==> src/rtl/aud_tx_pkg.sv <==
// Shared types and helpers for the serial audio transmitter.
// Assumes a 7-bit control word; the field layout below is the software view.
package aud_tx_pkg;

    localparam int CTL_W = 7;

    // Control register layout, MSB first.
    typedef struct packed {
        logic       mute;     // bit 6: silence serial data
        logic       rsvd;     // bit 5: reserved, reads 0
        logic       enable;   // bit 4: block on
        logic       tx;       // bit 3: 1 transmit, 0 receive
        logic [2:0] code;     // bits 2:0: bit-period ratio code
    } ctl_t;

    // Bit-period length in oversampling cycles for a ratio code.
    function automatic int unsigned ratio_of(input logic [2:0] code);
        case (code)
            3'd0:    return 1;
            3'd1:    return 2;
            3'd2:    return 4;
            3'd3:    return 8;
            3'd4:    return 16;
            3'd5:    return 6;
            3'd6:    return 12;
            default: return 1;
        endcase
    endfunction

endpackage

==> src/rtl/aud_tx_regs.sv <==
// Host-facing storage: control register, one-entry holding register, and
// the sticky underflow flag. Assumes load_i is a one-cycle pulse from the
// shifter marking a word boundary.
module aud_tx_regs
    import aud_tx_pkg::*;
#(
    parameter int WORD_W = 16
) (
    input  logic              clk,
    input  logic              rst_n,
    input  logic              ctl_wr,
    input  logic [CTL_W-1:0]  ctl_wdata,
    input  logic              td_wr,
    input  logic [WORD_W-1:0] td_wdata,
    input  logic              uf_clr,
    input  logic              load_i,
    output ctl_t              ctl_o,
    output logic              hold_full_o,
    output logic [WORD_W-1:0] hold_data_o,
    output logic              uflow_o
);

    ctl_t              ctl_q;
    logic              full_q;
    logic [WORD_W-1:0] data_q;
    logic              uf_q;
    ctl_t              ctl_in;

    // Strip the reserved bit from incoming control data.
    always_comb begin
        ctl_in      = ctl_t'(ctl_wdata);
        ctl_in.rsvd = 1'b0;
    end

    // Control register update.
    always_ff @(posedge clk) begin
        if (!rst_n) begin
            ctl_q <= '0;
        end else if (ctl_wr) begin
            ctl_q <= ctl_in;
        end
    end

    // Holding register: flushed while disabled, write beats load.
    always_ff @(posedge clk) begin
        if (!rst_n) begin
            full_q <= 1'b0;
            data_q <= '0;
        end else if (!ctl_q.enable) begin
            full_q <= 1'b0;
        end else if (td_wr) begin
            full_q <= 1'b1;
            data_q <= td_wdata;
        end else if (load_i) begin
            full_q <= 1'b0;
        end
    end

    // Sticky underflow: set on an empty load, set wins over clear.
    always_ff @(posedge clk) begin
        if (!rst_n) begin
            uf_q <= 1'b0;
        end else if (load_i && !full_q) begin
            uf_q <= 1'b1;
        end else if (uf_clr) begin
            uf_q <= 1'b0;
        end
    end

    assign ctl_o       = ctl_q;
    assign hold_full_o = full_q;
    assign hold_data_o = data_q;
    assign uflow_o     = uf_q;

endmodule

==> src/rtl/aud_tx_bitclk.sv <==
// Bit timing: either divides the oversampling clock by the selected ratio
// or edge-detects an external bit clock. Produces a one-cycle bit_end_o
// pulse on the last cycle of each bit period and the bclk_o pin level.
// Assumes ext_bclk_i is already synchronous to clk.
module aud_tx_bitclk
    import aud_tx_pkg::*;
#(
    parameter int MAX_RATIO = 16
) (
    input  logic       clk,
    input  logic       rst_n,
    input  logic       active_i,
    input  logic       int_gen_i,
    input  logic [2:0] code_i,
    input  logic       ext_bclk_i,
    output logic       bit_end_o,
    output logic       bclk_o
);

    localparam int CNT_W = $clog2(MAX_RATIO);

    logic [CNT_W-1:0] ph_q;
    logic             ext_q;
    int unsigned      ratio;
    logic             int_end;
    logic             int_high;

    // Decode ratio and compare phase against its end and mid points.
    always_comb begin
        ratio    = ratio_of(code_i);
        int_end  = (32'(ph_q) >= ratio - 1);
        int_high = (32'(ph_q) >= ratio / 2);
    end

    // Phase counter within a bit period; idle at zero when inactive.
    always_ff @(posedge clk) begin
        if (!rst_n || !active_i) begin
            ph_q <= '0;
        end else if (int_gen_i) begin
            ph_q <= int_end ? '0 : ph_q + 1'b1;
        end
    end

    // Previous external bit-clock level for edge detection.
    always_ff @(posedge clk) begin
        if (!rst_n) begin
            ext_q <= 1'b0;
        end else begin
            ext_q <= ext_bclk_i;
        end
    end

    assign bit_end_o = int_gen_i ? int_end : (ext_bclk_i & ~ext_q);
    assign bclk_o    = active_i & (int_gen_i ? int_high : ext_q);

endmodule

==> src/rtl/aud_tx_shifter.sv <==
// Word framing and serialisation: loads a word on start and after every
// WORD_W bit periods, shifts MSB first, toggles word select per word.
// Assumes bit_end_i is a one-cycle pulse per bit period.
module aud_tx_shifter #(
    parameter int WORD_W = 16
) (
    input  logic              clk,
    input  logic              rst_n,
    input  logic              run_i,
    input  logic              mute_i,
    input  logic              bit_end_i,
    input  logic              hold_full_i,
    input  logic [WORD_W-1:0] hold_data_i,
    output logic              load_o,
    output logic              active_o,
    output logic              sd_o,
    output logic              ws_o
);

    localparam int BC_W = $clog2(WORD_W);
    localparam logic [BC_W-1:0] LAST_BIT = BC_W'(WORD_W - 1);

    logic              active_q;
    logic [BC_W-1:0]   bc_q;
    logic              ws_q;
    logic [WORD_W-1:0] sh_q;
    logic              word_end;
    logic [WORD_W-1:0] next_word;

    // Word boundary detection and the word to load there.
    always_comb begin
        word_end  = bit_end_i && (bc_q == LAST_BIT);
        load_o    = run_i && (!active_q || word_end);
        next_word = hold_full_i ? hold_data_i : '0;
    end

    // Framing state: start, shift, and word reload.
    always_ff @(posedge clk) begin
        if (!rst_n || !run_i) begin
            active_q <= 1'b0;
            bc_q     <= '0;
            ws_q     <= 1'b0;
            sh_q     <= '0;
        end else if (!active_q) begin
            active_q <= 1'b1;
            bc_q     <= '0;
            ws_q     <= 1'b0;
            sh_q     <= next_word;
        end else if (word_end) begin
            bc_q     <= '0;
            ws_q     <= ~ws_q;
            sh_q     <= next_word;
        end else if (bit_end_i) begin
            bc_q     <= bc_q + 1'b1;
            sh_q     <= {sh_q[WORD_W-2:0], 1'b0};
        end
    end

    assign active_o = active_q;
    assign sd_o     = active_q & ~mute_i & sh_q[WORD_W-1];
    assign ws_o     = ws_q;

endmodule

==> src/rtl/aud_ser_tx.sv <==
// Top of the serial audio transmitter. Wires host storage, bit timing and
// the shifter together. Single clock domain: clk is the oversampling clock.
module aud_ser_tx
    import aud_tx_pkg::*;
#(
    parameter int WORD_W    = 16,
    parameter int MAX_RATIO = 16
) (
    input  logic              clk,
    input  logic              rst_n,
    input  logic              ctl_wr,
    input  logic [CTL_W-1:0]  ctl_wdata,
    output logic [CTL_W-1:0]  ctl_rdata,
    input  logic              clk_gen_sel,
    input  logic              ext_bclk_i,
    input  logic              td_wr,
    input  logic [WORD_W-1:0] td_wdata,
    output logic              td_empty,
    input  logic              uf_clr,
    output logic              uflow,
    output logic              sd_o,
    output logic              bclk_o,
    output logic              ws_o
);

    ctl_t              ctl;
    logic              hold_full;
    logic [WORD_W-1:0] hold_data;
    logic              load;
    logic              active;
    logic              bit_end;
    logic              run;

    assign run       = ctl.enable & ctl.tx;
    assign ctl_rdata = CTL_W'(ctl);
    assign td_empty  = ~hold_full;

    aud_tx_regs #(.WORD_W(WORD_W)) i_regs (
        .clk         (clk),
        .rst_n       (rst_n),
        .ctl_wr      (ctl_wr),
        .ctl_wdata   (ctl_wdata),
        .td_wr       (td_wr),
        .td_wdata    (td_wdata),
        .uf_clr      (uf_clr),
        .load_i      (load),
        .ctl_o       (ctl),
        .hold_full_o (hold_full),
        .hold_data_o (hold_data),
        .uflow_o     (uflow)
    );

    aud_tx_bitclk #(.MAX_RATIO(MAX_RATIO)) i_bitclk (
        .clk        (clk),
        .rst_n      (rst_n),
        .active_i   (active),
        .int_gen_i  (clk_gen_sel),
        .code_i     (ctl.code),
        .ext_bclk_i (ext_bclk_i),
        .bit_end_o  (bit_end),
        .bclk_o     (bclk_o)
    );

    aud_tx_shifter #(.WORD_W(WORD_W)) i_shifter (
        .clk         (clk),
        .rst_n       (rst_n),
        .run_i       (run),
        .mute_i      (ctl.mute),
        .bit_end_i   (bit_end),
        .hold_full_i (hold_full),
        .hold_data_i (hold_data),
        .load_o      (load),
        .active_o    (active),
        .sd_o        (sd_o),
        .ws_o        (ws_o)
    );

endmodule

==> config.mk <==
export PLATFORM = sky130hd
export DESIGN_NAME = aud_ser_tx
export DESIGN_NICKNAME = d
export VERILOG_FILES = /design/src/rtl/aud_tx_pkg.sv /design/src/rtl/aud_tx_regs.sv /design/src/rtl/aud_tx_bitclk.sv /design/src/rtl/aud_tx_shifter.sv /design/src/rtl/aud_ser_tx.sv
export SDC_FILE = /design/constraint.sdc
export NUM_CORES = 1
export LEC_CHECK = 0
export BUFFER_PORTS_ARGS = -buffer_cell sky130_fd_sc_hd__buf_2
export CELL_PAD_IN_SITES_DETAIL_PLACEMENT = 1
export CELL_PAD_IN_SITES_GLOBAL_PLACEMENT = 1
export CORE_MARGIN = 2
export CORE_UTILIZATION = 40
export DETAILED_ROUTE_END_ITERATION = 16
export PLACE_DENSITY_LB_ADDON = 0.25
export SYNTH_ARGS = -nofsm -noshare
export SYNTH_HDL_FRONTEND = slang
export SYNTH_SLANG_ARGS = --single-unit
==> constraint.sdc <==
create_clock -name clk -period 3.75 [get_ports clk]
set_clock_uncertainty 0.05 [all_clocks]
set_input_delay 0 -clock clk [delete_from_list [all_inputs] [get_ports clk]]
set_output_delay 0 -clock clk [all_outputs]
set_load 0.02 [all_outputs]
Word-level counts from Yosys, hierarchy flattened
Index checks and enable logic that the tools add are counted.
{"block": "word_totals", "register_bits": 51, "out_inout_bits": 12}
{"block": "classes", "n_reduce_logical": 16, "n_lt_le_gt_ge": 2, "n_bitwise": 10, "add_sub_neg": 3, "eq_ne": 8, "muxes": 13}
{"operator": "16-bit two-way mux", "n": 4}
{"operator": "4-bit by 32-bit greater-or-equal comparator with 1-bit output", "n": 1}
{"operator": "5-bit case mux with 6 select lines", "n": 1}
{"operator": "3-bit equality test (second input constant)", "n": 3}
{"operator": "4-bit by 1-bit adder with 4-bit output (second input constant)", "n": 2}
{"operator": "1-bit two-way mux", "n": 7}
{"operator": "3-bit by 2-bit equality test with 1-bit output (second input constant)", "n": 2}
{"operator": "5-bit by 1-bit subtractor with 6-bit output (second input constant)", "n": 1}
{"operator": "1-bit bitwise AND", "n": 5}
{"operator": "1-bit inverter", "n": 5}
{"operator": "4-bit equality test (second input constant)", "n": 1}
{"operator": "4-bit greater-or-equal comparator", "n": 1}
{"operator": "1-bit logical NOT", "n": 4}
{"operator": "4-bit two-way mux", "n": 1}
{"operator": "2-bit AND reduction", "n": 2}
{"operator": "2-bit nonzero test", "n": 2}
{"operator": "3-bit by 1-bit equality test with 1-bit output (second input constant)", "n": 1}
{"operator": "1-bit logical AND", "n": 3}
{"operator": "1-bit logical OR", "n": 3}
{"operator": "3-bit by 2-bit != test with 1-bit output (second input constant)", "n": 1}
{"operator": "3-bit OR reduction", "n": 1}
{"operator": "2-bit OR reduction", "n": 1}

Longest topological paths before layout
{"block": "logic_depth", "depth_word": 10, "mapped_depth": 9, "ltp_nobuf": 8}

Hierarchy
A second synthesis with hierarchy kept.
{"block": "unflattened", "cells_unflattened": 301, "hier_area_um2": 2798.9}
{"mod": "aud_tx_shifter", "seq_area_each_um2": 440.4, "instances": 1, "cells_each": 120, "area_per_inst_um2": 1129.8}
{"mod": "aud_tx_regs", "seq_area_each_um2": 480.5, "instances": 1, "cells_each": 102, "area_per_inst_um2": 985.9}
{"mod": "aud_tx_bitclk", "seq_area_each_um2": 100.1, "instances": 1, "cells_each": 77, "area_per_inst_um2": 673.1}
{"mod": "aud_ser_tx", "seq_area_each_um2": 0.0, "instances": 1, "cells_each": 2, "area_per_inst_um2": 10.0}

Worst setup path before layout
Ideal clock, no wire load.
{"block": "synth_path", "kind": "register -> register", "from": "reg i_regs.ctl_q (netlist bit i_regs.ctl_o[1])", "to": "reg i_shifter.sh_q[10]", "t_arrival_ns": 2.233, "path_stages_with_launch": 9, "path_slack_ns": 1.329, "setup_ns": 0.139, "period_less_slack_ns": 2.421, "t_required_ns": 3.561, "path_cell_list": "dfxtp_1 -> nand2_1 -> mux2_2 -> ha_1 -> o211ai_1 -> o21a_1 -> o211ai_2 -> clkbuf_1 -> o221ai_1"}
{"block": "synth_between", "elab_chain_cells": 8, "word_cells_on_any_way": 14, "cone_classes": "1 x add/sub; 1 x order compare; 7 x eq/ne; 4 x mux; 1 x reduce/logical"}
{"element": "start, declared", "line": "aud_tx_regs.sv:23", "source": "ctl_t ctl_q;"}
{"element": "start signal, assigned", "line": "aud_tx_regs.sv:40", "source": "ctl_q <= ctl_in;"}
{"element": "3-bit equality test (tied with other cells)", "line": "aud_tx_pkg.sv:18", "source": "case (code)"}
{"element": "5-bit case mux with 6 select lines *", "line": "aud_tx_pkg.sv:18"}
{"element": "5-bit by 1-bit subtractor with 6-bit output *", "line": "aud_tx_bitclk.sv:31", "source": "int_end = (32'(ph_q) >= ratio - 1);"}
{"element": "4-bit by 32-bit greater-or-equal comparator with 1-bit output *", "line": "aud_tx_bitclk.sv:31"}
{"element": "1-bit two-way mux *", "line": "aud_tx_bitclk.sv:53", "source": "assign bit_end_o = int_gen_i ? int_end : (ext_bclk_i & ~ext_q);"}
{"element": "1-bit logical AND", "line": "aud_tx_shifter.sv:32", "source": "word_end = bit_end_i && (bc_q == LAST_BIT);"}
{"element": "16-bit two-way mux", "line": "aud_tx_shifter.sv:49", "source": "end else if (word_end) begin"}
{"element": "16-bit two-way mux", "line": "aud_tx_shifter.sv:44", "source": "end else if (!active_q) begin"}
{"element": "end signal, assigned", "line": "aud_tx_shifter.sv:48", "source": "sh_q <= next_word;"}
{"element": "end signal, assigned", "line": "aud_tx_shifter.sv:52", "source": "sh_q <= next_word;"}
{"element": "end signal, assigned", "line": "aud_tx_shifter.sv:55", "source": "sh_q <= {sh_q[WORD_W-2:0], 1'b0};"}
{"element": "end, declared", "line": "aud_tx_shifter.sv:26", "source": "logic [WORD_W-1:0] sh_q;"}
Mark *: on every way between the ends. The rest lies on a longest branch, timed or not.
A chain may end at the register's enable or synchronous reset.

Worst setup path after layout
{"block": "layout_path", "from": "reg i_regs.ctl_q (netlist bit i_regs.ctl_o[1])", "to": "reg i_shifter.sh_q[1]"}
Same word-level chain as after synthesis.

==> out/metrics.yaml <==
route:
  ant_nets: 0
  highest_layer: "met4"
  drt-met1-wl_mm: 2.487
  wl_met2_mm: 2.477
  finalWirelength_mm: 5.149
  routed-via-count: 1996
  wire_per_inst_um: 13.10
  firstDrtPassIters: 4
  drc_errors: 0
  avgViaCountPerCell: 5.079
  met3_length_um: 137
  drt_iter0_markers: 35
die:
  core-area_um2: 5851
  dieHeight_um: 81.26
  io_pins: 42
  die_w_um: 81.26
  rows: 28
  dieArea_um2: 6602
  start_util_pct: 40.80
synthesis:
  synthDistinctLibCells: 39
  synth_area_um2: 2387
  synth_seq_cells: 51
  netlist_instances: 265
  netlist_top_cells_area: "dfxtp_1, nand2_1, a21boi_0, ha_1, o221ai_1"
  ys_seq_area_share_pct: 42.77
  synth_area_per_cell_um2: 9.009
  yosys_warnings: 0
  netlist.area_leader.share_pct: 42.77
  synth_top_area_cell: "dfxtp_1"
  synth_fp_nets: 305
clock_tree:
  path_clk_slew_ps: 90
  cts_buffers: 5
  cts_setup_buffers: 0
  cts.sink_count: 51
  clockBufferDepth: 2
  insertion_delay_ps: 300
  cts_tree: "done"
  cts.htree.levels: 2
  clockRootBuffer: "clkbuf_8"
cells_and_area:
  num-fill-cells: 690
  final_nets: 357
  drive_gt1_share_pct: 17.92
  diodes: 0
  area_growth_pct: 23.74
  postLayoutCellArea_um2: 2954
place:
  port_buffers: 39
  hpwl_mm: 3.584
  gp_congestion: 0.7455
  placed_area_um2: 2582
critical_path:
  end_kind: "register"
  critPathKind: "register to register"
  required_ps: 3880
  crit_fanout: 18
  startpoint_type: "register"
  cp_data_arrival_time_ps: 2830
timing:
  post-route-min-period_ps: 2694
  setup_violations: 0
  rsz0062_at_grt: "no"
  period_share_pct: 71.85
  setup_tns_ps: 0
  fmax_mhz: 371.1
  timing.final.hold_violations: 0
  slew_violations: 0
  worst_pin_slew_ps: 1022
  slew_headroom_pct: 31.84
power_and_ir_drop:
  power.leakage_uw: 0.001140
  peakVddDrop_uv: 200.1
  cellPowerDensity_nw_per_um2: 361.6
min_path:
  min_path_type: "input port to register"
global_route:
  grt_max_degree: 33
  grt_pass1_vias: 1925
  antenna_found_initial: 0
  grt_overflow_total: 0
  track_usage_pct: 16.49
  grt_pass1_wl_mm: 8.556
flow_run:
  maxCapViolCount: 0
run_status:
  status: "completed"
[kinds of logic (layout without fill, tap and decap cells)]
kind of cell	after synthesis	in the layout	synth area share, %
AO/OA/AOI/OAI	56	56	18.45
XOR/XNOR	6	6	2.201
AND/OR/NAND/NOR	106	106	21.91
other	1	1	0.1571
buffers and inverters	25	78	5.031
adder cells (fa/ha/maj)	10	10	5.241
multiplexers	10	10	4.245
flip-flops	51	51	42.77
[per-layer routing]
metal | global-route usage, % | vias to the layer above
met5 | 0 | -
met4 | 4.068 | 0
met3 | 3.333 | 4
met2 | 29.09 | 31
met1 | 20.52 | 922
li1 | - | 1039
[registers in the layout, summed over array words and instances (netlist names)]
| register | count |
|---|---|
| i_bitclk.ph_q | 4 |
| i_regs.hold_data_o | 16 |
| i_shifter.sh_q | 16 |
| i_shifter.active_o | 1 |
| i_regs.uflow_o | 1 |
| i_regs.ctl_o | 6 |
| i_shifter.bc_q | 4 |
| i_bitclk.ext_q | 1 |
| i_regs.hold_full_o | 1 |
| i_shifter.ws_o | 1 |
[synthesized netlist by cell type]
master and instances:
buf_6 2, nand3_1 2, a21oi_1 7, o311ai_4 1, or2_4 1, inv_1 5, a21o_1 2, nor2_1 8
clkbuf_1 14, o211ai_2 1, a21oi_2 1, or2_2 1, o31a_2 1, conb_1 1, mux2_2 1, dfxtp_1 51
nand2b_1 3, o21ai_0 4, and4_1 1, mux2i_1 9, xnor2_1 1, and3_1 3, o211a_1 1, o211ai_1 2
buf_1 1, nand4_1 17, nor3b_1 1, and2_1 3, nor2b_1 8, nand2_1 53, or3b_4 1, buf_4 3
o21a_1 4, o221ai_1 14, or3_1 3, xor2_1 5, a21boi_0 18, ha_1 10, nand3_2 1
[where the power goes]
part | switching (uW) | internal, uW | leakage, uW | total (uW)
clock | 180 | 220 | 0.0000618 | 400
sequential | 11.5 | 551 | 0.000413 | 563
combinational | 49.9 | 56.0 | 0.000666 | 106
[what timing repair did]
action / CTS / global route
gates resized for setup: 0 / 0
endpoints found under the hold margin: 25 / 0
hold buffers: 25 / 0
[worst max-delay path, stage by stage (launching register included)]
cell	delay [ps]
dfxtp_1	480
nand2_1	100
mux2_2	280
ha_1	270
o211ai_1	80
o21a_1	260
o311ai_4	680
mux2i_1	300
a21oi_2	70
[layout make-up]
cell class / count / area [um^2] / share of cell area, %
Tap cell: 75 / 93.84 / 3.177
Clock inverter: 2 / 38.79 / 1.313
Sequential cell: 51 / 1021 / 34.56
Inverter: 5 / 18.77 / 0.6353
Timing Repair Buffer: 65 / 452.9 / 15.33
Multi-Input combinational cell: 189 / 1246 / 42.19
Clock buffer: 6 / 82.58 / 2.795
[per-stage QoR]
step           hold slack [ps]  cells  worst slack (ps)  total power (uW)  util [%]
6_report                 16.69    393              1056              1068     50.49
5_1_grt                  59.40    393             827.2              1118     50.49
4_1_cts                  10.30    393              1014              1082     50.49
3_5_place_dp             186.1    360              1021             663.0     44.14
3_3_place_gp             173.9    360              1101             659.6     44.14
2_1_floorplan            71.71    265              1329             633.8         -
[placed cells by master (no fill, tap or decap), types with 9 or more instances in the layout]
cell type | Yosys | layout
a21boi_0 | 18 | 18
buf_2 | 0 | 39
dfxtp_1 | 51 | 51
dlygate4sd3_1 | 0 | 25
ha_1 | 10 | 10
mux2i_1 | 9 | 9
nand2_1 | 53 | 53
nand4_1 | 17 | 17
o221ai_1 | 14 | 14
[worst paths after layout]
path	from	to	slack, ps	cells after the start
max	i_regs.ctl_o[1]	i_shifter.sh_q[1]	1060	8
min	clk_gen_sel	i_bitclk.ph_q[0]	20	3
max reg2reg	i_regs.ctl_o[1]	i_shifter.sh_q[1]	1060	8
min reg2reg	i_regs.hold_data_o[0]	i_regs.hold_data_o[0]	420	2
Power figures use the tool's default switching activity.
